[src/rtl/lbm_pkg.sv]
package lbm_pkg;

  typedef enum logic [1:0] {
    MIR_ONE_LO = 2'd0,
    MIR_ONE_HI = 2'd1,
    MIR_VERT   = 2'd2,
    MIR_HORZ   = 2'd3
  } mirror_e;

  typedef struct packed {
    logic       prot;
    mirror_e    mir;
    logic [2:0] mode;
  } ctrl_t;

  // modes that let PPU write to pattern memory
  function automatic logic chr_writable(input logic [2:0] mode);
    return (mode[2] == 1'b0);
  endfunction

endpackage

[src/rtl/lbm_mode_reg.sv]
module lbm_mode_reg
  import lbm_pkg::*;
#(
  parameter logic [15:0] WIN_BASE  = 16'h42FC,
  parameter int          INIT_MODE = 1,
  parameter bit          INIT_VERT = 1'b1
) (
  input  logic        clk,
  input  logic        rst,
  input  logic        wr,
  input  logic [15:0] addr,
  input  logic [7:0]  data,
  output ctrl_t       ctrl
);

  localparam logic [2:0] RST_MODE = 3'(INIT_MODE);
  localparam logic       RST_D4   = ~INIT_VERT;

  logic hit;
  assign hit = wr && (addr[15:2] == WIN_BASE[15:2]);

  always_ff @(posedge clk) begin
    if (rst) begin
      ctrl.prot <= 1'b1;
      ctrl.mir  <= mirror_e'({1'b1, RST_D4});
      ctrl.mode <= RST_MODE;
    end else if (hit) begin
      ctrl.prot <= addr[1];
      ctrl.mir  <= mirror_e'({addr[0], data[4]});
      ctrl.mode <= data[7:5];
    end
  end

endmodule

[src/rtl/lbm_bank_latch.sv]
module lbm_bank_latch
  import lbm_pkg::*;
#(
  parameter int CBW = 2
) (
  input  logic           clk,
  input  logic           rst,
  input  logic           wr,
  input  logic [15:0]    addr,
  input  logic [7:0]     data,
  input  ctrl_t          ctrl,
  output logic [7:0]     latch,
  output logic [CBW-1:0] chr_bank
);

  logic           hit;
  logic [CBW-1:0] chr_next;

  assign hit = wr && addr[15] && ctrl.prot;

  always_comb begin
    chr_next = chr_bank;
    unique case (ctrl.mode)
      3'd1, 3'd4, 3'd5: chr_next = CBW'(data[1:0]);
      3'd6:             chr_next = CBW'(data[0]);
      default:          chr_next = chr_bank;
    endcase
  end

  always_ff @(posedge clk) begin
    if (rst) begin
      latch    <= '0;
      chr_bank <= '0;
    end else if (hit) begin
      latch    <= data;
      chr_bank <= chr_next;
    end
  end

endmodule

[src/rtl/lbm_addr_map.sv]
module lbm_addr_map
  import lbm_pkg::*;
#(
  parameter int PRG_AW = 18,
  parameter int CHR_AW = 15
) (
  input  ctrl_t                  ctrl,
  input  logic [7:0]             latch,
  input  logic [CHR_AW-14:0]     chr_bank,
  input  logic [15:0]            cpu_addr,
  input  logic [13:0]            ppu_addr,
  output logic [PRG_AW-1:0]      prg_addr,
  output logic [CHR_AW-1:0]      chr_addr,
  output logic                   nt_page
);

  localparam int B16W = PRG_AW - 14;
  localparam int B32W = PRG_AW - 15;

  logic [7:0] bank16;
  logic [7:0] bank32;
  logic       wide;

  always_comb begin
    bank16 = 8'd0;
    bank32 = 8'd0;
    wide   = 1'b0;
    unique case (ctrl.mode)
      3'd0: bank16 = cpu_addr[14] ? 8'd7  : {5'd0, latch[2:0]};
      3'd1: bank16 = cpu_addr[14] ? 8'd7  : {3'd0, latch[6:2]};
      3'd2: bank16 = cpu_addr[14] ? 8'd15 : {4'd0, latch[3:0]};
      3'd3: bank16 = cpu_addr[14] ? {4'd0, latch[3:0]} : 8'd15;
      3'd4: begin wide = 1'b1; bank32 = {6'd0, latch[5:4]}; end
      3'd5: begin wide = 1'b1; bank32 = 8'd7; end
      default: begin wide = 1'b1; bank32 = 8'd3; end
    endcase
  end

  always_comb begin
    if (wide) prg_addr = {bank32[B32W-1:0], cpu_addr[14:0]};
    else      prg_addr = {bank16[B16W-1:0], cpu_addr[13:0]};
  end

  assign chr_addr = {chr_bank, ppu_addr[12:0]};

  always_comb begin
    unique case (ctrl.mir)
      MIR_ONE_LO: nt_page = 1'b0;
      MIR_ONE_HI: nt_page = 1'b1;
      MIR_VERT:   nt_page = ppu_addr[10];
      default:    nt_page = ppu_addr[11];
    endcase
  end

endmodule

[src/rtl/latch_bank_mapper.sv]
module latch_bank_mapper
  import lbm_pkg::*;
#(
  parameter int PRG_AW    = 18,
  parameter int CHR_AW    = 15,
  parameter int INIT_MODE = 1,
  parameter bit INIT_VERT = 1'b1
) (
  input  logic              clk,
  input  logic              rst,
  input  logic [15:0]       cpu_addr,
  input  logic [7:0]        cpu_data,
  input  logic              cpu_wr,
  input  logic [13:0]       ppu_addr,
  input  logic              ppu_wr,
  output logic [PRG_AW-1:0] prg_addr,
  output logic              prg_we,
  output logic [CHR_AW-1:0] chr_addr,
  output logic              chr_we,
  output logic              nt_page
);

  localparam int CBW = CHR_AW - 13;

  ctrl_t             ctrl;
  logic [7:0]        latch;
  logic [CBW-1:0]    chr_bank;
  logic [PRG_AW-1:0] prg_addr_n;
  logic [CHR_AW-1:0] chr_addr_n;
  logic              nt_page_n;
  logic              prot;
  logic [2:0]        mode;

  assign prot = ctrl.prot;
  assign mode = ctrl.mode;

  lbm_mode_reg #(
    .WIN_BASE  (16'h42FC),
    .INIT_MODE (INIT_MODE),
    .INIT_VERT (INIT_VERT)
  ) u_mode (
    .clk  (clk),
    .rst  (rst),
    .wr   (cpu_wr),
    .addr (cpu_addr),
    .data (cpu_data),
    .ctrl (ctrl)
  );

  lbm_bank_latch #(.CBW(CBW)) u_latch (
    .clk      (clk),
    .rst      (rst),
    .wr       (cpu_wr),
    .addr     (cpu_addr),
    .data     (cpu_data),
    .ctrl     (ctrl),
    .latch    (latch),
    .chr_bank (chr_bank)
  );

  lbm_addr_map #(.PRG_AW(PRG_AW), .CHR_AW(CHR_AW)) u_map (
    .ctrl     (ctrl),
    .latch    (latch),
    .chr_bank (chr_bank),
    .cpu_addr (cpu_addr),
    .ppu_addr (ppu_addr),
    .prg_addr (prg_addr_n),
    .chr_addr (chr_addr_n),
    .nt_page  (nt_page_n)
  );

  always_ff @(posedge clk) begin
    prg_addr <= prg_addr_n;
    chr_addr <= chr_addr_n;
    nt_page  <= nt_page_n;
    if (rst) begin
      prg_we <= 1'b0;
      chr_we <= 1'b0;
    end else begin
      prg_we <= cpu_wr && cpu_addr[15] && !prot;
      chr_we <= ppu_wr && !ppu_addr[13] && chr_writable(mode);
    end
  end

endmodule

[config.mk]
export PLATFORM = sky130hd
export DESIGN_NAME = latch_bank_mapper
export DESIGN_NICKNAME = d
export VERILOG_FILES = /design/src/rtl/lbm_pkg.sv /design/src/rtl/lbm_mode_reg.sv /design/src/rtl/lbm_bank_latch.sv /design/src/rtl/lbm_addr_map.sv /design/src/rtl/latch_bank_mapper.sv
export SDC_FILE = /design/constraint.sdc
export NUM_CORES = 1
export LEC_CHECK = 0
export BUFFER_PORTS_ARGS = -buffer_cell sky130_fd_sc_hd__buf_2
export CORE_ASPECT_RATIO = 2
export CORE_UTILIZATION = 47
export CTS_CLUSTER_DIAMETER = 200
export DETAILED_ROUTE_END_ITERATION = 12
export HOLD_SLACK_MARGIN = 0.1
export PLACE_DENSITY = 0.85
export SETUP_SLACK_MARGIN = 0.4
export SYNTH_ARGS = -nofsm -noshare
export SYNTH_HDL_FRONTEND = slang
export SYNTH_HIERARCHICAL = 1
export SYNTH_SLANG_ARGS = --single-unit
[constraint.sdc]
create_clock -name clk -period 2.42 [get_ports clk]
set_input_delay 0.484 -clock clk [delete_from_list [all_inputs] [get_ports clk]]
set_output_delay 0.484 -clock clk [all_outputs]
set_load 0.1 [all_outputs]
==> flow_metrics.py <==
metrics = {
    "placement": {
        "place_congestion": 0.901,
        "io_buffer_count": 77,
        "dp.cells": 254,
        "dpl_cell_area_um2": 1980,
        "hpwl_um": 2450,
    },
    "timing": {
        "rsz0062_at_grt": "no",
        "fin_crit_sh_pct": 68.6,
        "relSlewSlack_pct": 61.6,
        "fmax_mhz": 602,
        "period_needed_ps": 1660,
        "tightestPinTransition_ps": 572,
        "skew_ps": 8.88,
        "finalSetupViolations": 0,
        "hold_viol_final": 0,
        "drv_slew": 0,
        "fin_setup_tns_ps": 0,
    },
    "floorplan": {
        "core-area_um2": 3610,
        "dieArea_um2": 4060,
        "die_w_um": 45.6,
        "die-height_um": 89.1,
        "start_util_pct": 49.5,
        "rows": 31,
        "ios": 78,
    },
    "power": {
        "p_clk_share_pct": 30.7,
        "power_frac_comb_pct": 19.5,
        "pwr-share-seq_pct": 49.8,
        "p_per_area_nw_per_um2": 837,
        "internal_power_uw": 1210,
        "leakage_uw": 0.000952,
        "swShare_pct": 30.6,
        "p_switching_uw": 535,
        "ir_drop_uv": 786,
    },
    "global_route": {
        "overflow": 0,
        "grt_usage_pct": 17.1,
        "antenna_found_initial": 0,
        "grt_pass1_wl_um": 4930,
        "grt_pass1_vias": 1205,
        "grt_max_degree": 25,
    },
    "final_layout": {
        "final_nets": 254,
        "drive_gt1_share_pct": 43.7,
        "antennaDiodeCount": 0,
        "area_growth_pct": 17.0,
        "stdcell_area_um2": 2090,
        "fin_util_pct": 57.9,
        "fin_cells": 262,
    },
    "setup_path": {
        "crit_required_ps": 2640,
        "arrival_ps": 1880,
        "critical-path-slowest-cell": "or4_4",
        "r2r-end": "u_latch/chr_bank[1]",
        "end_kind": "flop",
        "path_cells": "buf_2 > or4_4 > nor4_4 > mux2i_1",
        "path_max_fanout": 6,
        "critPathKind": "primary input to flop",
        "r2r_slack_ps": 910,
        "r2r_cells": 3,
        "worstSetupStartpointType": "primary input",
        "timing.rr.start": "u_mode/ctrl[2]",
        "cpPeakStageDelay_ps": 530,
    },
    "clocking": {
        "cts_hold_buffers": 0,
        "path_clk_slew_ps": 80,
        "clkSinkCount": 50,
        "cts_max_level": 2,
        "numCtsBuffers": 5,
        "post_cts_resized": 0,
        "cts_max_path_buffers": 2,
        "cts_setup_buffers": 0,
        "cts-root-buf": "clkbuf_8",
        "clk_latency_ps": 290,
        "cts_tree": "built",
    },
    "detailed_routing": {
        "drt-total-wl_um": 3100,
        "num_vias": 1260,
        "wl_per_cell_um": 11.8,
        "drtAntennaViolNets": 0,
        "drc": 0,
        "dr.first_iter.drc_count": 10,
        "drt_first_pass_iters": 4,
        "via_per_inst": 4.81,
    },
    "yosys": {
        "syn_avg_cell_area_um2": 11.0,
        "ys_warn_count": 6,
        "syn-instance-count": 162,
        "syn_area_um2": 1780,
        "synth_nets": 204,
    },
    "worst_hold_path": {
        "hold_depth": 1,
        "min_to": "chr_addr[6]",
        "min-delay-start": "ppu_addr[6]",
        "hold_path.class": "primary input to flop",
    },
    "flow_run": {
        "drv_cap": 0,
    },
    "outcome": {
        "status": "finished clean",
    },
}
==> sequential cells by signal, indices dropped and copies added, names as in the netlist <==
signal / cells
prg_addr: 18
u_latch/chr_bank: 2
prg_we: 1
u_latch/latch: 6
chr_we: 1
chr_addr: 15
nt_page: 1
u_mode/ctrl: 6
==> power groups by stage <==
stage,combinational [uW],sequential [uW],clock [uW]
after floorplan,70.5,1120,0
after global placement,340,889,0
after detailed placement,343,890,0
after CTS,343,870,556
after global routing,355,874,591
final,341,870,536
==> per-stage QoR <==
stage | setup WS [ps] | power, uW | hold WS [ps]
after CTS | 759 | 1770 | 280
after floorplan | 686 | 1190 | 425
after global routing | 669 | 1820 | 275
final | 759 | 1750 | 291
after global placement | 481 | 1230 | 339
after detailed placement | 454 | 1230 | 343
==> worst max-delay path, delay by kind of cell <==
kind	cells	cell delay, ps
buffers and inverters	1	100
muxes	1	240
and+or+nand+nor	2	1050
==> layout by cell type, fill, tap and decap left out, drive strengths merged <==
cell     count
or4          1
mux2i        8
nand2       13
clkbuf       8
nor3         1
dfxtp       50
nor4b        1
o32ai        2
o311ai       1
o21ai        3
buf         77
nor4         1
nand2b      11
nor2         9
a21oi        9
a31oi        1
or2          1
o22ai        2
inv          2
or4b         1
nand4b       2
o2111ai      1
and4bb       2
o21a         1
a22oi        2
and3         1
nand3        2
==> how the worst max path moves through the flow <==
stage	from	endpoint	cells past startpoint
2_1_floorplan	cpu_addr[10]	u_mode/ctrl[0]	3
3_3_place_gp	cpu_addr[10]	u_mode/ctrl[1]	4
3_5_place_dp	cpu_addr[10]	u_mode/ctrl[4]	4
4_1_cts	cpu_addr[10]	u_mode/ctrl[0]	4
5_1_grt	cpu_addr[10]	u_mode/ctrl[2]	4
6_report	cpu_addr[10]	u_mode/ctrl[0]	4
==> cell type report <==
| cell class | instances | area [um^2] |
|---|---|---|
| Clock buffer | 8 | 110 |
| Fill cell | 335 | 1520 |
| Multi-Input combinational cell | 76 | 523 |
| Timing Repair Buffer | 77 | 385 |
| Inverter | 2 | 7.51 |
| Sequential cell | 50 | 1000 |
| Tap cell | 49 | 61.3 |
==> routing by layer <==
layer	vias to the layer above	track usage [%]	wire length, um
met1	588	15.5	1030
met4	0	12.7	108
met5	-	0	0
li1	617	-	-
met2	46	30.8	1840
met3	9	4.24	129
Note: power is estimated with default switching activity, not from simulation.
